<file path="src/rtl/vfc_pkg.sv">
package vfc_pkg;

    localparam int CLS_W = 7;

    localparam int CB_NEG_DEN  = 0;
    localparam int CB_POS_DEN  = 1;
    localparam int CB_NEG_ZERO = 2;
    localparam int CB_POS_ZERO = 3;
    localparam int CB_NEG_INF  = 4;
    localparam int CB_POS_INF  = 5;
    localparam int CB_NAN      = 6;

    typedef enum logic [1:0] {
        ST_EMPTY = 2'd0,
        ST_SHOW  = 2'd1,
        ST_HOLD  = 2'd2
    } vfc_state_e;

    typedef enum logic {
        SZ_SINGLE = 1'b0,
        SZ_DOUBLE = 1'b1
    } vfc_size_e;

    typedef struct packed {
        logic is_nan;
        logic is_inf;
        logic is_zero;
        logic is_den;
        logic neg;
    } vfc_class_t;

endpackage

</file>
<file path="src/rtl/vfc_lane_classify.sv">
module vfc_lane_classify
    import vfc_pkg::*;
#(
    parameter int EXP_W  = 8,
    parameter int FRAC_W = 23
) (
    input  logic [EXP_W+FRAC_W:0] lane_i,
    input  logic [CLS_W-1:0]      sel_i,
    output logic                  hit_o
);

    localparam int LANE_W = 1 + EXP_W + FRAC_W;

    logic [EXP_W-1:0]  exp_f;
    logic [FRAC_W-1:0] frac_f;
    logic              exp_ones;
    logic              exp_none;
    logic              frac_none;
    vfc_class_t        cls;
    logic [CLS_W-1:0]  cls_vec;

    assign exp_f     = lane_i[LANE_W-2 -: EXP_W];
    assign frac_f    = lane_i[FRAC_W-1:0];
    assign exp_ones  = &exp_f;
    assign exp_none  = ~|exp_f;
    assign frac_none = ~|frac_f;

    always_comb begin
        cls.neg     = lane_i[LANE_W-1];
        cls.is_nan  = exp_ones & ~frac_none;
        cls.is_inf  = exp_ones &  frac_none;
        cls.is_zero = exp_none &  frac_none;
        cls.is_den  = exp_none & ~frac_none;
    end

    always_comb begin
        cls_vec              = '0;
        cls_vec[CB_NEG_DEN]  = cls.is_den  &  cls.neg;
        cls_vec[CB_POS_DEN]  = cls.is_den  & ~cls.neg;
        cls_vec[CB_NEG_ZERO] = cls.is_zero &  cls.neg;
        cls_vec[CB_POS_ZERO] = cls.is_zero & ~cls.neg;
        cls_vec[CB_NEG_INF]  = cls.is_inf  &  cls.neg;
        cls_vec[CB_POS_INF]  = cls.is_inf  & ~cls.neg;
        cls_vec[CB_NAN]      = cls.is_nan;
    end

    assign hit_o = |(cls_vec & sel_i);

endmodule

</file>
<file path="src/rtl/vfc_lane_bank.sv">
module vfc_lane_bank
    import vfc_pkg::*;
#(
    parameter int DATA_W = 128,
    parameter int EXP_W  = 8,
    parameter int FRAC_W = 23
) (
    input  logic [DATA_W-1:0] data_i,
    input  logic [CLS_W-1:0]  sel_i,
    output logic [DATA_W-1:0] wide_o
);

    localparam int LANE_W = 1 + EXP_W + FRAC_W;
    localparam int NLANES = DATA_W / LANE_W;

    logic [NLANES-1:0] hit;

    for (genvar g = 0; g < NLANES; g++) begin : g_lane
        vfc_lane_classify #(
            .EXP_W  (EXP_W),
            .FRAC_W (FRAC_W)
        ) u_cls (
            .lane_i (data_i[g*LANE_W +: LANE_W]),
            .sel_i  (sel_i),
            .hit_o  (hit[g])
        );
        assign wide_o[g*LANE_W +: LANE_W] = {LANE_W{hit[g]}};
    end

    if (NLANES * LANE_W < DATA_W) begin : g_pad
        assign wide_o[DATA_W-1:NLANES*LANE_W] = '0;
    end

endmodule

</file>
<file path="src/rtl/vfc_seq.sv">
module vfc_seq
    import vfc_pkg::*;
(
    input  logic clk,
    input  logic rst,
    input  logic start_i,
    output logic load_o,
    output logic show_o
);

    vfc_state_e state_q;
    vfc_state_e state_d;

    always_comb begin
        state_d = state_q;
        unique case (state_q)
            ST_EMPTY: state_d = start_i ? ST_SHOW : ST_EMPTY;
            ST_SHOW:  state_d = start_i ? ST_SHOW : ST_HOLD;
            ST_HOLD:  state_d = start_i ? ST_SHOW : ST_HOLD;
            default:  state_d = ST_EMPTY;
        endcase
    end

    always_ff @(posedge clk) begin
        if (rst) begin
            state_q <= ST_EMPTY;
        end else begin
            state_q <= state_d;
        end
    end

    always_comb begin
        load_o = start_i;
        show_o = (state_q == ST_SHOW);
    end

endmodule

</file>
<file path="src/rtl/vfp_class_tester.sv">
module vfp_class_tester
    import vfc_pkg::*;
#(
    parameter int DATA_W    = 128,
    parameter int SP_EXP_W  = 8,
    parameter int SP_FRAC_W = 23,
    parameter int DP_EXP_W  = 11,
    parameter int DP_FRAC_W = 52
) (
    input  logic              clk,
    input  logic              rst,
    input  logic              in_valid,
    input  logic [DATA_W-1:0] in_data,
    input  logic [CLS_W-1:0]  in_mask,
    input  logic              in_dp,
    output logic              out_valid,
    output logic [DATA_W-1:0] out_data
);

    logic [DATA_W-1:0] sp_wide;
    logic [DATA_W-1:0] dp_wide;
    logic [DATA_W-1:0] res_d;
    logic [DATA_W-1:0] res_q;
    logic              load;
    logic              show;
    vfc_size_e         size_sel;

    assign size_sel = vfc_size_e'(in_dp);

    vfc_lane_bank #(
        .DATA_W (DATA_W),
        .EXP_W  (SP_EXP_W),
        .FRAC_W (SP_FRAC_W)
    ) u_sp_bank (
        .data_i (in_data),
        .sel_i  (in_mask),
        .wide_o (sp_wide)
    );

    vfc_lane_bank #(
        .DATA_W (DATA_W),
        .EXP_W  (DP_EXP_W),
        .FRAC_W (DP_FRAC_W)
    ) u_dp_bank (
        .data_i (in_data),
        .sel_i  (in_mask),
        .wide_o (dp_wide)
    );

    vfc_seq u_seq (
        .clk     (clk),
        .rst     (rst),
        .start_i (in_valid),
        .load_o  (load),
        .show_o  (show)
    );

    always_comb begin
        if (in_mask == '0) begin
            res_d = '0;
        end else if (size_sel == SZ_DOUBLE) begin
            res_d = dp_wide;
        end else begin
            res_d = sp_wide;
        end
    end

    always_ff @(posedge clk) begin
        if (rst) begin
            res_q <= '0;
        end else if (load) begin
            res_q <= res_d;
        end
    end

    assign out_data  = res_q;
    assign out_valid = show;

endmodule

</file>
<file path="config.mk">
export PLATFORM = sky130hd
export DESIGN_NAME = vfp_class_tester
export DESIGN_NICKNAME = d
export VERILOG_FILES = /design/src/rtl/vfc_pkg.sv /design/src/rtl/vfc_lane_classify.sv /design/src/rtl/vfc_lane_bank.sv /design/src/rtl/vfc_seq.sv /design/src/rtl/vfp_class_tester.sv
export SDC_FILE = /design/constraint.sdc
export NUM_CORES = 1
export LEC_CHECK = 0
export ABC_CLOCK_PERIOD_IN_PS = 3100
export BUFFER_PORTS_ARGS = -buffer_cell sky130_fd_sc_hd__buf_2
export CAP_MARGIN = 40
export CORE_AREA = 2 2 105 107
export DETAILED_ROUTE_END_ITERATION = 8
export DIE_AREA = 0 0 107 109
export GPL_ROUTABILITY_DRIVEN = 0
export PLACE_DENSITY_LB_ADDON = 0.25
export SLEW_MARGIN = 10
export SYNTH_ARGS = -nofsm -noshare
export SYNTH_HDL_FRONTEND = slang
export SYNTH_SLANG_ARGS = --single-unit
</file>
<file path="constraint.sdc">
create_clock -name clk -period 3.1 [get_ports clk]
set_input_delay 0.155 -clock clk [delete_from_list [all_inputs] [get_ports clk]]
set_output_delay 0.155 -clock clk [all_outputs]
set_load 0.1 [all_outputs]
</file>
* Yosys cells after proc, flatten, opt, wreduce, memory -nomap -nowiden
Cells that the tools add are included.
** Word-level totals
- Flip-flop bits (word level) :: 130
- Bits in latches :: 0
- RAM bits :: 0
- Bits in read-only memories :: 0
- Bits of input ports :: 139
- Output and inout bits :: 129
- Logic and storage cells :: 118
- Memories :: 0
** Cells by class
- Add/sub/neg operators :: 0
- Multiply operators :: 0
- Div/mod/pow operators :: 0
- $lt $le $gt $ge :: 0
- Equality and inequality tests :: 2
- Shift operators :: 0
- Mux-type cells :: 5
- Bitwise gates (word level) :: 70
- Reduce and logical (&&, ||, !) cells :: 39
** Operators with widths (count)
- two-way mux 128 bit :: 2
- OR reduction 52 bit :: 2
- OR reduction 23 bit :: 4
- AND 1 bit :: 60
- AND 7 bit :: 6
- OR reduction 7 bit :: 6
- AND reduction 8 bit :: 4
- OR reduction 8 bit :: 4
- AND reduction 11 bit :: 2
- OR reduction 11 bit :: 2
- zero test 1 bit :: 12
- zero test 7 bit :: 1
- NOT 1 bit :: 4
- one-hot mux 2 bit (2 select lines) :: 1
- == test 2 x 1 -> 1 bit, second input constant :: 1
- == test 2 bit, second input constant :: 1
- zero test 2 bit :: 1
- two-way mux 2 bit :: 1
- OR reduction 2 bit :: 1
- two-way mux 1 bit :: 1

* Logic depth before layout (Yosys ltp)
- Word-level depth :: 8
- Mapped depth :: 6
- Gate-level depth less buffers :: 6

* By module
Synthesis repeated with hierarchy kept, for this count alone.
** Second synthesis, totals
- Cells, all modules :: 1002
- Area total of the unflattened synthesis :: 9231.4 sq um
** By module, submodules not included
- vfp_class_tester :: times used 1, cells each 585, area an instance 6184.7 sq um, seq. area each 2562.5 sq um
- vfc_lane_bank (u_dp_bank) :: times used 1, cells each 126, area an instance 945.9 sq um, seq. area each 0.0 sq um
- vfc_lane_bank (u_sp_bank) :: times used 1, cells each 124, area an instance 930.9 sq um, seq. area each 0.0 sq um
- vfc_lane_classify (u_sp_bank.g_lane[0].u_cls ...) :: times used 4, cells each 22, area an instance 148.9 sq um, seq. area each 0.0 sq um
- vfc_lane_classify (u_dp_bank.g_lane[0].u_cls ...) :: times used 2, cells each 34, area an instance 227.7 sq um, seq. area each 0.0 sq um
- vfc_seq :: times used 1, cells each 11, area an instance 118.9 sq um, seq. area each 40.0 sq um

* Worst setup path after synthesis
Ideal clock, no wire load.
- Path type :: register to output
- Start point :: reg, netlist name out_data[126]
- End point :: out out_data[100]
- Data arrival time :: 1.912 ns
- Required time :: 2.945 ns
- Slack :: 1.033 ns
- Cell stages (with the launch flop) :: 2
- Path buffers :: 1
- Path through :: dfxtp_1 buf_4
** RTL lines
- end: declaration :: line vfp_class_tester.sv:17 : output logic [DATA_W-1:0] out_data

==> results.json <==
{
  "synth_xor_area_share_pct": 0,
  "crit_path_end_kind": "output pin",
  "io_pins": 268,
  "cts.clk_slew.worst_paths_ns": 0.04,
  "cp_slowest_cell": "dfxtp_1",
  "worst_pin_slew_ns": 0.780,
  "cap_violations": 0,
  "hold_viol_final": 0,
  "pre_cts_ws_ns": 1.36,
  "synth_cell_types": 32,
  "cp.arrival_ns": 1.61,
  "clock_skew_ns": 0.00000605,
  "final_nets": 548,
  "r2r_start": "out_data[31]",
  "place_area_sq_um": 2510,
  "r2r_end": "out_data[31]",
  "dp_hpwl_microns": 5550,
  "grtUsageTotal_pct": 9.68,
  "r2r_cells": 2,
  "wl_per_cell_microns": 11.1,
  "cts_max_level": 1,
  "startpoint_type": "flip-flop",
  "grt_pass1_wl_microns": 8780,
  "antenna_found_initial": 0,
  "peakVddDrop_mv": 0.133,
  "ctsRootBufferMaster": "clkbuf_8",
  "placement_rows": 38,
  "grt.overflow.total": 0,
  "drt_drc_violations_left": 0,
  "fin_cells": 544,
  "synth_warnings": 0,
  "fillers": 1194,
  "critPathTopFamily": "flip-flops",
  "die_w_microns": 107,
  "diodes": 0,
  "first_pass_iters": 4,
  "cp_cell_sequence": "buf_2",
  "startpoint": "out_data[31]",
  "syn_inst": 258,
  "netlist_area_sq_um": 1930,
  "postCtsSetupBuffers": 0,
  "cts_tree": "yes",
  "post-route-period-util_pct": 57.0,
  "critical_path.endpoint": "out_data[27]",
  "grt_max_degree": 34,
  "drt-initial-drc-count": 22,
  "dp.cells": 541,
  "crit_cells": 1,
  "grt_pass1_vias": 1872,
  "drt-total-wl_microns": 6030,
  "hp-class": "input port to flip-flop",
  "utilization_pct": 24.1,
  "synth_ff_type": "dfxtp_1",
  "vias": 2161,
  "synth_adder_area_share_pct": 1.95,
  "die_y_microns": 109,
  "relSlewSlack_pct": 47.9,
  "final_common_cell": "buf_2",
  "numCtsBuffers": 3,
  "cts_resized": 0,
  "path_buf_inv": 1,
  "ys_seq_area_share_pct": 6.23,
  "critPathKind": "flip-flop to output pin",
  "cpPeakStageDelay_ns": 0.82,
  "core-area_sq_um": 10600,
  "cts_buffer_depth": 2,
  "slew_violations": 0,
  "leakage_nw": 1.52,
  "synth_seq_cells": 6,
  "syn_nets": 400,
  "setup_viol": 0,
  "die_area_sq_um": 11700,
  "pwr_density_cell_nw_per_um2": 361,
  "mostFrequentLayoutCells": "buf_2, nor4_1, nand2_1",
  "drive_above_1_share_pct": 70.3,
  "finalSetupTns_ns": 0,
  "start_util_pct": 18.2,
  "worstSkewPairLatency_ns": 0.23,
  "setup_ws_ns": 1.33,
  "cts_hold_buf": 0,
  "cts.sinks": 6,
  "synth-simple-area-share_pct": 26.2,
  "worstPathMaxFanout": 33,
  "synth_edf_count": 0,
  "synth_top_family_by_area": "buffers and inverters",
  "required_ns": 2.94,
  "stdcell_area_sq_um": 2550,
  "yosys-mux-area-fraction_pct": 8.70,
  "fmax_mhz": 566,
  "synth_compound_area_share_pct": 8.05,
  "ant_nets": 0,
  "portBuffers": 267,
  "area_growth_pct": 32.3,
  "grt_setup_unrepaired": "false",
  "period_minus_slack_ns": 1.77,
  "rrSetupSlack_ns": 2.02,
  "status": "finished, final reports clean",
  "via_per_inst": 3.97,
  "syn_avg_cell_area_sq_um": 7.47,
  "async_reset_ff_share_pct": 0
}
## layout make-up
type	instances	area (sq um)	area share (%)
Clock buffer	3	41.3	1.62
Multi-Input combinational cell	125	866	34.0
Sequential cell	6	120	4.71
Timing Repair Buffer	267	1340	52.4
Tap cell	140	175	6.87
Inverter	3	11.3	0.442
## cells in the mapped netlist (2+ instances only)
cell | number | area share [%]
a2bb2oi_1 | 2 | 0.91
nor3_1 | 5 | 1.3
nand2_1 | 14 | 2.7
o32ai_1 | 2 | 0.91
dfxtp_1 | 6 | 6.2
mux2_2 | 4 | 2.3
nor4_1 | 28 | 9.1
a221oi_1 | 3 | 1.4
or4_4 | 2 | 1.2
mux2i_1 | 10 | 5.2
nor2_1 | 11 | 2.1
o21ai_1 | 5 | 1.3
ha_1 | 3 | 1.9
buf_4 | 124 | 48
inv_1 | 3 | 0.58
a211oi_1 | 3 | 1.2
mux2_1 | 2 | 1.2
and4_1 | 2 | 0.91
nand3_1 | 4 | 1.0
nand4_1 | 10 | 3.2
nor3_2 | 4 | 2.1
## registers in the layout, summed over array words and instances (netlist names)
name           flops
out_data           4
u_seq.state_q      2
## routing by layer
layer | global-route usage, % | vias up | wire length [microns]
met4 | 2.69 | 0 | 48
met1 | 11.0 | 911 | 2320
met3 | 2.27 | 2 | 626
li1 | - | 1106 | -
met2 | 18.1 | 142 | 3030
met5 | 0 | - | 0
## kinds of logic after synthesis
| logic type | Yosys count |
|---|---|
| AOI/OAI and AO/OA | 20 |
| adders and majority gates | 3 |
| buffers and inverters | 127 |
| and+or+nand+nor | 86 |
| muxes | 16 |
| DFF | 6 |
## per-stage QoR
stage                     hold slack [ns]  power, mW
after floorplan                     0.305      0.722
after global placement              0.536      0.797
after detailed placement            0.550      0.800
after CTS                           0.310      0.932
after global routing                0.324      0.964
final                               0.299      0.920
## worst min-delay path: stages
cell      delay [ns]
buf_2           0.17
a211oi_1        0.06
o21ai_1         0.10
## power breakdown
| group | switching (mW) | leakage (nW) | total, mW | internal [mW] |
|---|---|---|---|---|
| Clock | 0.0417 | 0.0216 | 0.126 | 0.0842 |
| Sequential | 0.0135 | 0.0491 | 0.0945 | 0.0810 |
| Combinational | 0.573 | 1.45 | 0.700 | 0.127 |
| Total | 0.628 | 1.52 | 0.920 | 0.292 |
## how the worst min path moves through the flow
stage                startpoint          endpoint  depth (start not counted)
4_1_cts                   in_dp      out_data[95]                          3
3_3_place_gp   u_seq.state_q[1]  u_seq.state_q[0]                          2
6_report                  in_dp      out_data[95]                          3
5_1_grt                   in_dp      out_data[95]                          3
2_1_floorplan             in_dp     out_data[126]                          2
3_5_place_dp              in_dp      out_data[95]                          3
(Power assumes the default switching activity.)
